$ cat src/rtl/tx_rst_pkg.sv
package tx_rst_pkg;
  // Nanoseconds to whole clock cycles, rounded up
  function automatic int unsigned ns_to_cyc(input longint unsigned ns,
                                            input longint unsigned mhz);
    longint unsigned p;
    p = ns * mhz + 64'd999;
    return int'(p / 64'd1000);
  endfunction

  function automatic int unsigned at_least_one(input int unsigned v);
    return (v == 0) ? 1 : v;
  endfunction
endpackage

$ cat src/rtl/tx_rst_sync.sv
module tx_rst_sync #(
  parameter bit ENABLE = 1'b1
) (
  input  logic clk,
  input  logic rst_in,
  output logic rst_s
);
  generate
    if (ENABLE) begin : g_sync
      logic [1:0] chain;
      always_ff @(posedge clk or posedge rst_in) begin
        if (rst_in) chain <= 2'b11;
        else        chain <= {chain[0], 1'b0};
      end
      assign rst_s = chain[1];
    end else begin : g_direct
      assign rst_s = rst_in;
    end
  endgenerate
endmodule

$ cat src/rtl/tx_lock_filter.sv
module tx_lock_filter #(
  parameter int unsigned HYST_CYC = 4
) (
  input  logic clk,
  input  logic rst_s,
  input  logic lock_raw,
  output logic lock_f
);
  generate
    if (HYST_CYC == 0) begin : g_pass
      assign lock_f = lock_raw;
    end else begin : g_hyst
      localparam int CW = $clog2(HYST_CYC + 1);
      localparam logic [CW-1:0] TOP = CW'(HYST_CYC);
      logic [CW-1:0] cnt;
      always_ff @(posedge clk or posedge rst_s) begin
        if (rst_s)               cnt <= '0;
        else if (!lock_raw)      cnt <= '0;
        else if (cnt != TOP)     cnt <= cnt + 1'b1;
      end
      assign lock_f = lock_raw && (cnt == TOP);
    end
  endgenerate
endmodule

$ cat src/rtl/tx_dig_chan.sv
module tx_dig_chan #(
  parameter int unsigned HOLD_CYC = 3
) (
  input  logic clk,
  input  logic rst_s,
  input  logic pd_active,
  input  logic lock_f,
  input  logic manual,
  output logic dig_rst
);
  localparam int CW = (HOLD_CYC > 1) ? $clog2(HOLD_CYC) : 1;
  localparam logic [CW-1:0] LAST = CW'(HOLD_CYC - 1);

  logic [CW-1:0] cnt;
  logic          held;
  logic          gated;

  assign gated = pd_active || !lock_f;

  always_ff @(posedge clk or posedge rst_s) begin
    if (rst_s) begin
      held <= 1'b1;
      cnt  <= '0;
    end else if (held) begin
      if (gated)             cnt <= '0;
      else if (cnt == LAST)  held <= 1'b0;
      else                   cnt <= cnt + 1'b1;
    end else if (!lock_f && !manual) begin
      held <= 1'b1;
      cnt  <= '0;
    end
  end

  assign dig_rst = held;
endmodule

$ cat src/rtl/tx_rst_seq.sv
module tx_rst_seq #(
  parameter int          NUM_CH   = 2,
  parameter int unsigned CLK_MHZ  = 100,
  parameter int unsigned PD_NS    = 1000,
  parameter int unsigned DIG_NS   = 20,
  parameter int unsigned HYST_NS  = 40,
  parameter bit          SYNC_RST = 1'b1,
  parameter bit          PER_CH   = 1'b1,
  parameter bit          PLL_EN   = 1'b1,
  parameter bit          TX_EN    = 1'b1
) (
  input  logic              clk,
  input  logic              rst_in,
  input  logic              pll_lock_in,
  input  logic [NUM_CH-1:0] manual_mode,
  output logic              pll_pd_out,
  output logic              lock_ok,
  output logic [NUM_CH-1:0] tx_dig_rst,
  output logic [NUM_CH-1:0] tx_ready
);
  import tx_rst_pkg::*;

  localparam int unsigned PD_CYC   = at_least_one(ns_to_cyc(PD_NS, CLK_MHZ));
  localparam int unsigned DIG_CYC  = at_least_one(ns_to_cyc(DIG_NS, CLK_MHZ));
  localparam int unsigned HYST_CYC = ns_to_cyc(HYST_NS, CLK_MHZ);
  localparam int          NSEQ     = PER_CH ? NUM_CH : 1;

  logic rst_s;
  logic pd_active;
  logic lock_f;
  logic [NSEQ-1:0] seq_rst;

  tx_rst_sync #(.ENABLE(SYNC_RST)) u_sync (
    .clk(clk), .rst_in(rst_in), .rst_s(rst_s)
  );

  tx_lock_filter #(.HYST_CYC(HYST_CYC)) u_filt (
    .clk(clk), .rst_s(rst_s), .lock_raw(pll_lock_in), .lock_f(lock_f)
  );

  generate
    if (PLL_EN) begin : g_pd
      localparam int PW = $clog2(PD_CYC + 1);
      logic [PW-1:0] pd_cnt;
      always_ff @(posedge clk or posedge rst_s) begin
        if (rst_s)              pd_cnt <= PW'(PD_CYC);
        else if (pd_cnt != '0)  pd_cnt <= pd_cnt - 1'b1;
      end
      assign pd_active = rst_s || (pd_cnt != '0);
    end else begin : g_no_pd
      assign pd_active = 1'b0;
    end

    for (genvar s = 0; s < NSEQ; s++) begin : g_seq
      tx_dig_chan #(.HOLD_CYC(DIG_CYC)) u_chan (
        .clk(clk), .rst_s(rst_s), .pd_active(pd_active), .lock_f(lock_f),
        .manual(manual_mode[s]), .dig_rst(seq_rst[s])
      );
    end

    for (genvar c = 0; c < NUM_CH; c++) begin : g_out
      localparam int SRC = PER_CH ? c : 0;
      if (TX_EN) begin : g_on
        assign tx_dig_rst[c] = seq_rst[SRC];
        assign tx_ready[c]   = !seq_rst[SRC] && lock_f && !rst_s;
      end else begin : g_off
        assign tx_dig_rst[c] = 1'b0;
        assign tx_ready[c]   = 1'b0;
      end
    end
  endgenerate

  assign pll_pd_out = pd_active;
  assign lock_ok    = lock_f;
endmodule

$ cat config.mk
export PLATFORM = sky130hd
export DESIGN_NAME = tx_rst_seq
export DESIGN_NICKNAME = d
export VERILOG_FILES = /design/src/rtl/tx_rst_pkg.sv /design/src/rtl/tx_rst_sync.sv /design/src/rtl/tx_lock_filter.sv /design/src/rtl/tx_dig_chan.sv /design/src/rtl/tx_rst_seq.sv
export SDC_FILE = /design/constraint.sdc
export NUM_CORES = 1
export LEC_CHECK = 0
export ABC_AREA = 0
export BUFFER_PORTS_ARGS = -buffer_cell sky130_fd_sc_hd__buf_2
export CORE_MARGIN = 2
export CORE_UTILIZATION = 44
export DETAILED_ROUTE_END_ITERATION = 10
export MAX_ROUTING_LAYER = met4
export PLACE_DENSITY = 0.68
export SYNTH_ARGS = -nofsm -noshare
export SYNTH_HDL_FRONTEND = slang
export SYNTH_SLANG_ARGS = --single-unit
$ cat constraint.sdc
create_clock -name clk -period 1.62 [get_ports clk]
set_input_delay 0.081 -clock clk [delete_from_list [all_inputs] [get_ports clk]]
set_output_delay 0.081 -clock clk [all_outputs]
set_load 0.01 [all_outputs]
==> tab_implementation.tex <==
\begin{tabular}{lr}
\hline
Metric & Value \\
\hline
\multicolumn{2}{l}{\textbf{Status}} \\
Run status & finished, final reports clean \\
\multicolumn{2}{l}{\textbf{Synth}} \\
Netlist area before placement & 826 um\^{}2 \\
Share of Yosys cell area claimed by the top area cell type & 27.3\% \\
Cell types occupying the most area after synthesis & sky130\_fd\_sc\_hd\_\_dfrtp\_1 (27\%), sky130\_fd\_sc\_hd\_\_dfstp\_2 (22\%), sky130\_fd\_sc\_hd\_\_ha\_1 (6.1\%) \\
Post-synthesis cell count & 81 \\
EDFF count, synth & 0 \\
FFs w/ async S/R, synth & 100\% \\
Syn nets & 90 \\
Library cell with the largest summed area after synthesis & sky130\_fd\_sc\_hd\_\_dfrtp\_1 \\
Commonest register cell after synthesis & sky130\_fd\_sc\_hd\_\_dfrtp\_1 \\
Syn avg cell area & 10.2 um\^{}2 \\
Most common library cells after synthesis & sky130\_fd\_sc\_hd\_\_dfrtp\_1 (9), sky130\_fd\_sc\_hd\_\_nand2\_1 (9), sky130\_fd\_sc\_hd\_\_inv\_1 (8), sky130\_fd\_sc\_hd\_\_nor2\_1 (8), sky130\_fd\_sc\_hd\_\_dfstp\_2 (7) \\
Count of unique library cells instantiated by Yosys & 28 \\
Synthesis warning total & 0 \\
Sequential share of the synthesized area & 49.5\% \\
Total of flip-flops plus latches after synthesis & 16 \\
\multicolumn{2}{l}{\textbf{Power}} \\
Switching power share of the total & 23.5\% \\
Leak Pwr & 0.505 nW \\
Total power of the final layout & 795 uW \\
Comb power frac & 13.5\% \\
Internal power & 607 uW \\
Power share of the clock group & 32.9\% \\
Power density over the cells & 750 mW/mm\^{}2 \\
Peak supply drop & 504 uV \\
Part of the power in registers & 53.6\% \\
Psw & 187 uW \\
\multicolumn{2}{l}{\textbf{Floorplanning}} \\
Effective utilization at floorplan & 47.3\% \\
DIE AREA & 0.00224 mm\^{}2 \\
Number of cell rows & 15 \\
Core outline area & 0.00175 mm\^{}2 \\
Top-level I/O count & 11 \\
Die span in y & 47.3 um \\
Die extent in x & 47.3 um \\
\multicolumn{2}{l}{\textbf{Route}} \\
DR iter-0 viols & 15 \\
Via count of the routed design & 622 \\
Wl on met1 & 764 um \\
Via-per-instance ratio & 4.82 \\
DRC violations left & 0 \\
Top Layer Used & met4 \\
Metal2 WL & 820 um \\
Met3 WL post-DR & 42 um \\
Antenna viol nets, final & 0 \\
Routed wire length per instance & 12.9 um \\
Total routed wirelength & 1670 um \\
Iteration count of the initial detailed-routing pass & 4 \\
\multicolumn{2}{l}{\textbf{Timing}} \\
Max-slew violations & 0 \\
Fmax & 641 MHz \\
Total of endpoints with negative setup slack in the final report & 0 \\
Worst clock skew & 0.00302 ns \\
Final cycle utilization of the critical path & 96.3\% \\
Hold violation total from the final report & 0 \\
Minimum period implied by the final worst setup slack & 1.56 ns \\
\multicolumn{2}{l}{\textbf{Hold path}} \\
Worst Hold Class & in2reg \\
\multicolumn{2}{l}{\textbf{Final layout}} \\
Seq. cell area & 409 um\^{}2 \\
Post-route standard cell area excluding fillers & 0.00106 mm\^{}2 \\
Filler-free cell count of the finished design & 129 \\
Filler Cell Count & 141 \\
Multi-input logic area & 398 um\^{}2 \\
Layout-stage area growth over the synthesis result & 28.3\% \\
NumNets Final & 114 \\
Number of inserted diodes & 0 \\
Fraction of layout instances using a drive strength above 1 & 41.3\% \\
\multicolumn{2}{l}{\textbf{GRT}} \\
GRT Overall Usage & 16.6\% \\
Number of global-route vias before repair & 581 \\
Antenna violations before repair & 0 \\
Global-route wire length before repair & 2460 um \\
Remaining Overflow, GRT & 0 \\
Pin count of the biggest net entering global routing & 10 \\
\multicolumn{2}{l}{\textbf{Worst setup path}} \\
Critical path required time & 1.54 ns \\
WP data arrival & 1.48 ns \\
Startpoint-to-endpoint class of the critical path & reg2out \\
Slowest cell delay on critical path & 0.41 ns \\
Standard cell with the maximum stage delay on the critical path & sky130\_fd\_sc\_hd\_\_dfrtp\_1 \\
Chain of cells forming the critical path & inv\_2 > ha\_4 > nor3b\_4 > and2\_4 > nand2\_1 > buf\_2 \\
Highest fanout seen on the critical path & 3 \\
Endpoint kind of the worst setup timing path & primary output \\
Startpoint type of the worst setup path & register \\
\multicolumn{2}{l}{\textbf{Clocking}} \\
CTS buffer count & 3 \\
Later-pin clock latency in the skew report & 0.29 ns \\
Sinks on Clock Net & 16 \\
Maximum clock insertion buffer count & 2 \\
Clock tree from TritonCTS & yes \\
Htree depth & 1 \\
Clock transition time at the flip-flop clock pins of the worst setup and hold paths & 0.09 ns \\
Clock root buffer & sky130\_fd\_sc\_hd\_\_clkbuf\_4 \\
\multicolumn{2}{l}{\textbf{Place}} \\
Post-detail-place hpwl & 1070 um \\
Dpl cell area & 887 um\^{}2 \\
RD Place Congestion & 0.744 \\
IO Port Bufs & 10 \\
\# placed instances & 113 \\
\multicolumn{2}{l}{\textbf{Run}} \\
Total of max-cap violations & 0 \\
\hline
\end{tabular}
==> power groups by stage <==
stage / Sequential, mW / Combinational, mW / Clock [mW]
6_report: 0.426 / 0.107 / 0.261
5_1_grt: 0.428 / 0.119 / 0.284
4_1_cts: 0.426 / 0.0850 / 0.268
3_5_place_dp: 0.433 / 0.0650 / 0
3_3_place_gp: 0.432 / 0.0600 / 0
2_1_floorplan: 0.430 / 0.0437 / 0
==> flip-flops by register name (all words and copies together), names as in the netlist <==
register              count
g_pd.pd_cnt               7
g_seq.u_chan.cnt          2
u_sync.g_sync.chain       2
u_filt.g_hyst.cnt         3
g_seq.u_chan.dig_rst      2
==> per-stage QoR <==
stage	util, %	setup slack, ns	setup TNS (ns)	hold WS, ns
floorplan	-	0.313	0	-0.00750
CTS	57.6	0.0111	0	0.0517
global placement	50.8	0.190	0	0.107
detailed placement	50.8	0.115	0	0.108
global route	60.7	-0.0245	-0.0471	0.0546
finish	60.7	0.0594	0	0.0515
==> timing repair <==
item,in CTS,in global routing
pin swaps,1,0
setup endpoints to repair,3,3
setup buffers,3,6
resized for setup,8,5
hold buffers,3,0
endpoints found under the hold margin,4,0
==> layer usage <==
layer,track usage [%],vias to the layer above
li1,-,310
met3,2.31,4
met1,19.5,296
met5,-,-
met2,26.5,12
met4,10.0,0
==> final cells by class <==
type	instances	share of cell area (%)
clock buffers	4	3.42
inverters	8	2.83
multi-input cells	53	37.5
flip-flops and latches	16	38.6
well taps	25	2.95
repair buffers	23	14.6
==> cells by family after synthesis <==
| family | after synthesis | synth area share, % |
|---|---|---|
| AOI/OAI and AO/OA | 10 | 8.03 |
| xor gates and xnor gates | 5 | 5.30 |
| adders and majority gates | 4 | 6.06 |
| buffers and inverters | 12 | 6.97 |
| DFF | 16 | 49.5 |
| muxes | 3 | 3.94 |
| other | 1 | 0.454 |
| and+or+nand+nor | 30 | 19.7 |
==> final timing paths <==
kind	start	to	slack [ns]	cells after the start
max in group asynchronous	u_sync.g_sync.chain[1]	g_pd.pd_cnt[5]	0.88	2
setup / recovery	g_pd.pd_cnt[0]	pll_pd_out	0.06	6
min in group asynchronous	u_sync.g_sync.chain[1]	g_seq[1].u_chan.cnt	0.23	1
hold reg to reg	u_sync.g_sync.chain[1]	g_seq[1].u_chan.cnt	0.23	1
hold / removal	pll_lock_in	u_filt.g_hyst.cnt[0]	0.05	2
setup reg to reg	g_pd.pd_cnt[0]	g_pd.pd_cnt[5]	0.07	5
==> cell usage in the layout, fill, tap and decap left out, drive strengths merged, types with 3 or more instances in the layout <==
cell / instances
buf: 20
clkbuf: 4
dfrtp: 9
dfstp: 7
dlygate4sd3: 3
ha: 4
inv: 8
nand2: 9
nor2: 8
o21ai: 3
xnor2: 5
==> critical path, delay by kind of cell (launching register included) <==
| family | cells | cell delay [ns] |
|---|---|---|
| fa+ha+maj | 1 | 0.14 |
| buf+inv | 2 | 0.24 |
| flops | 1 | 0.41 |
| simple gates | 3 | 0.40 |
(Power assumes the default switching activity.)
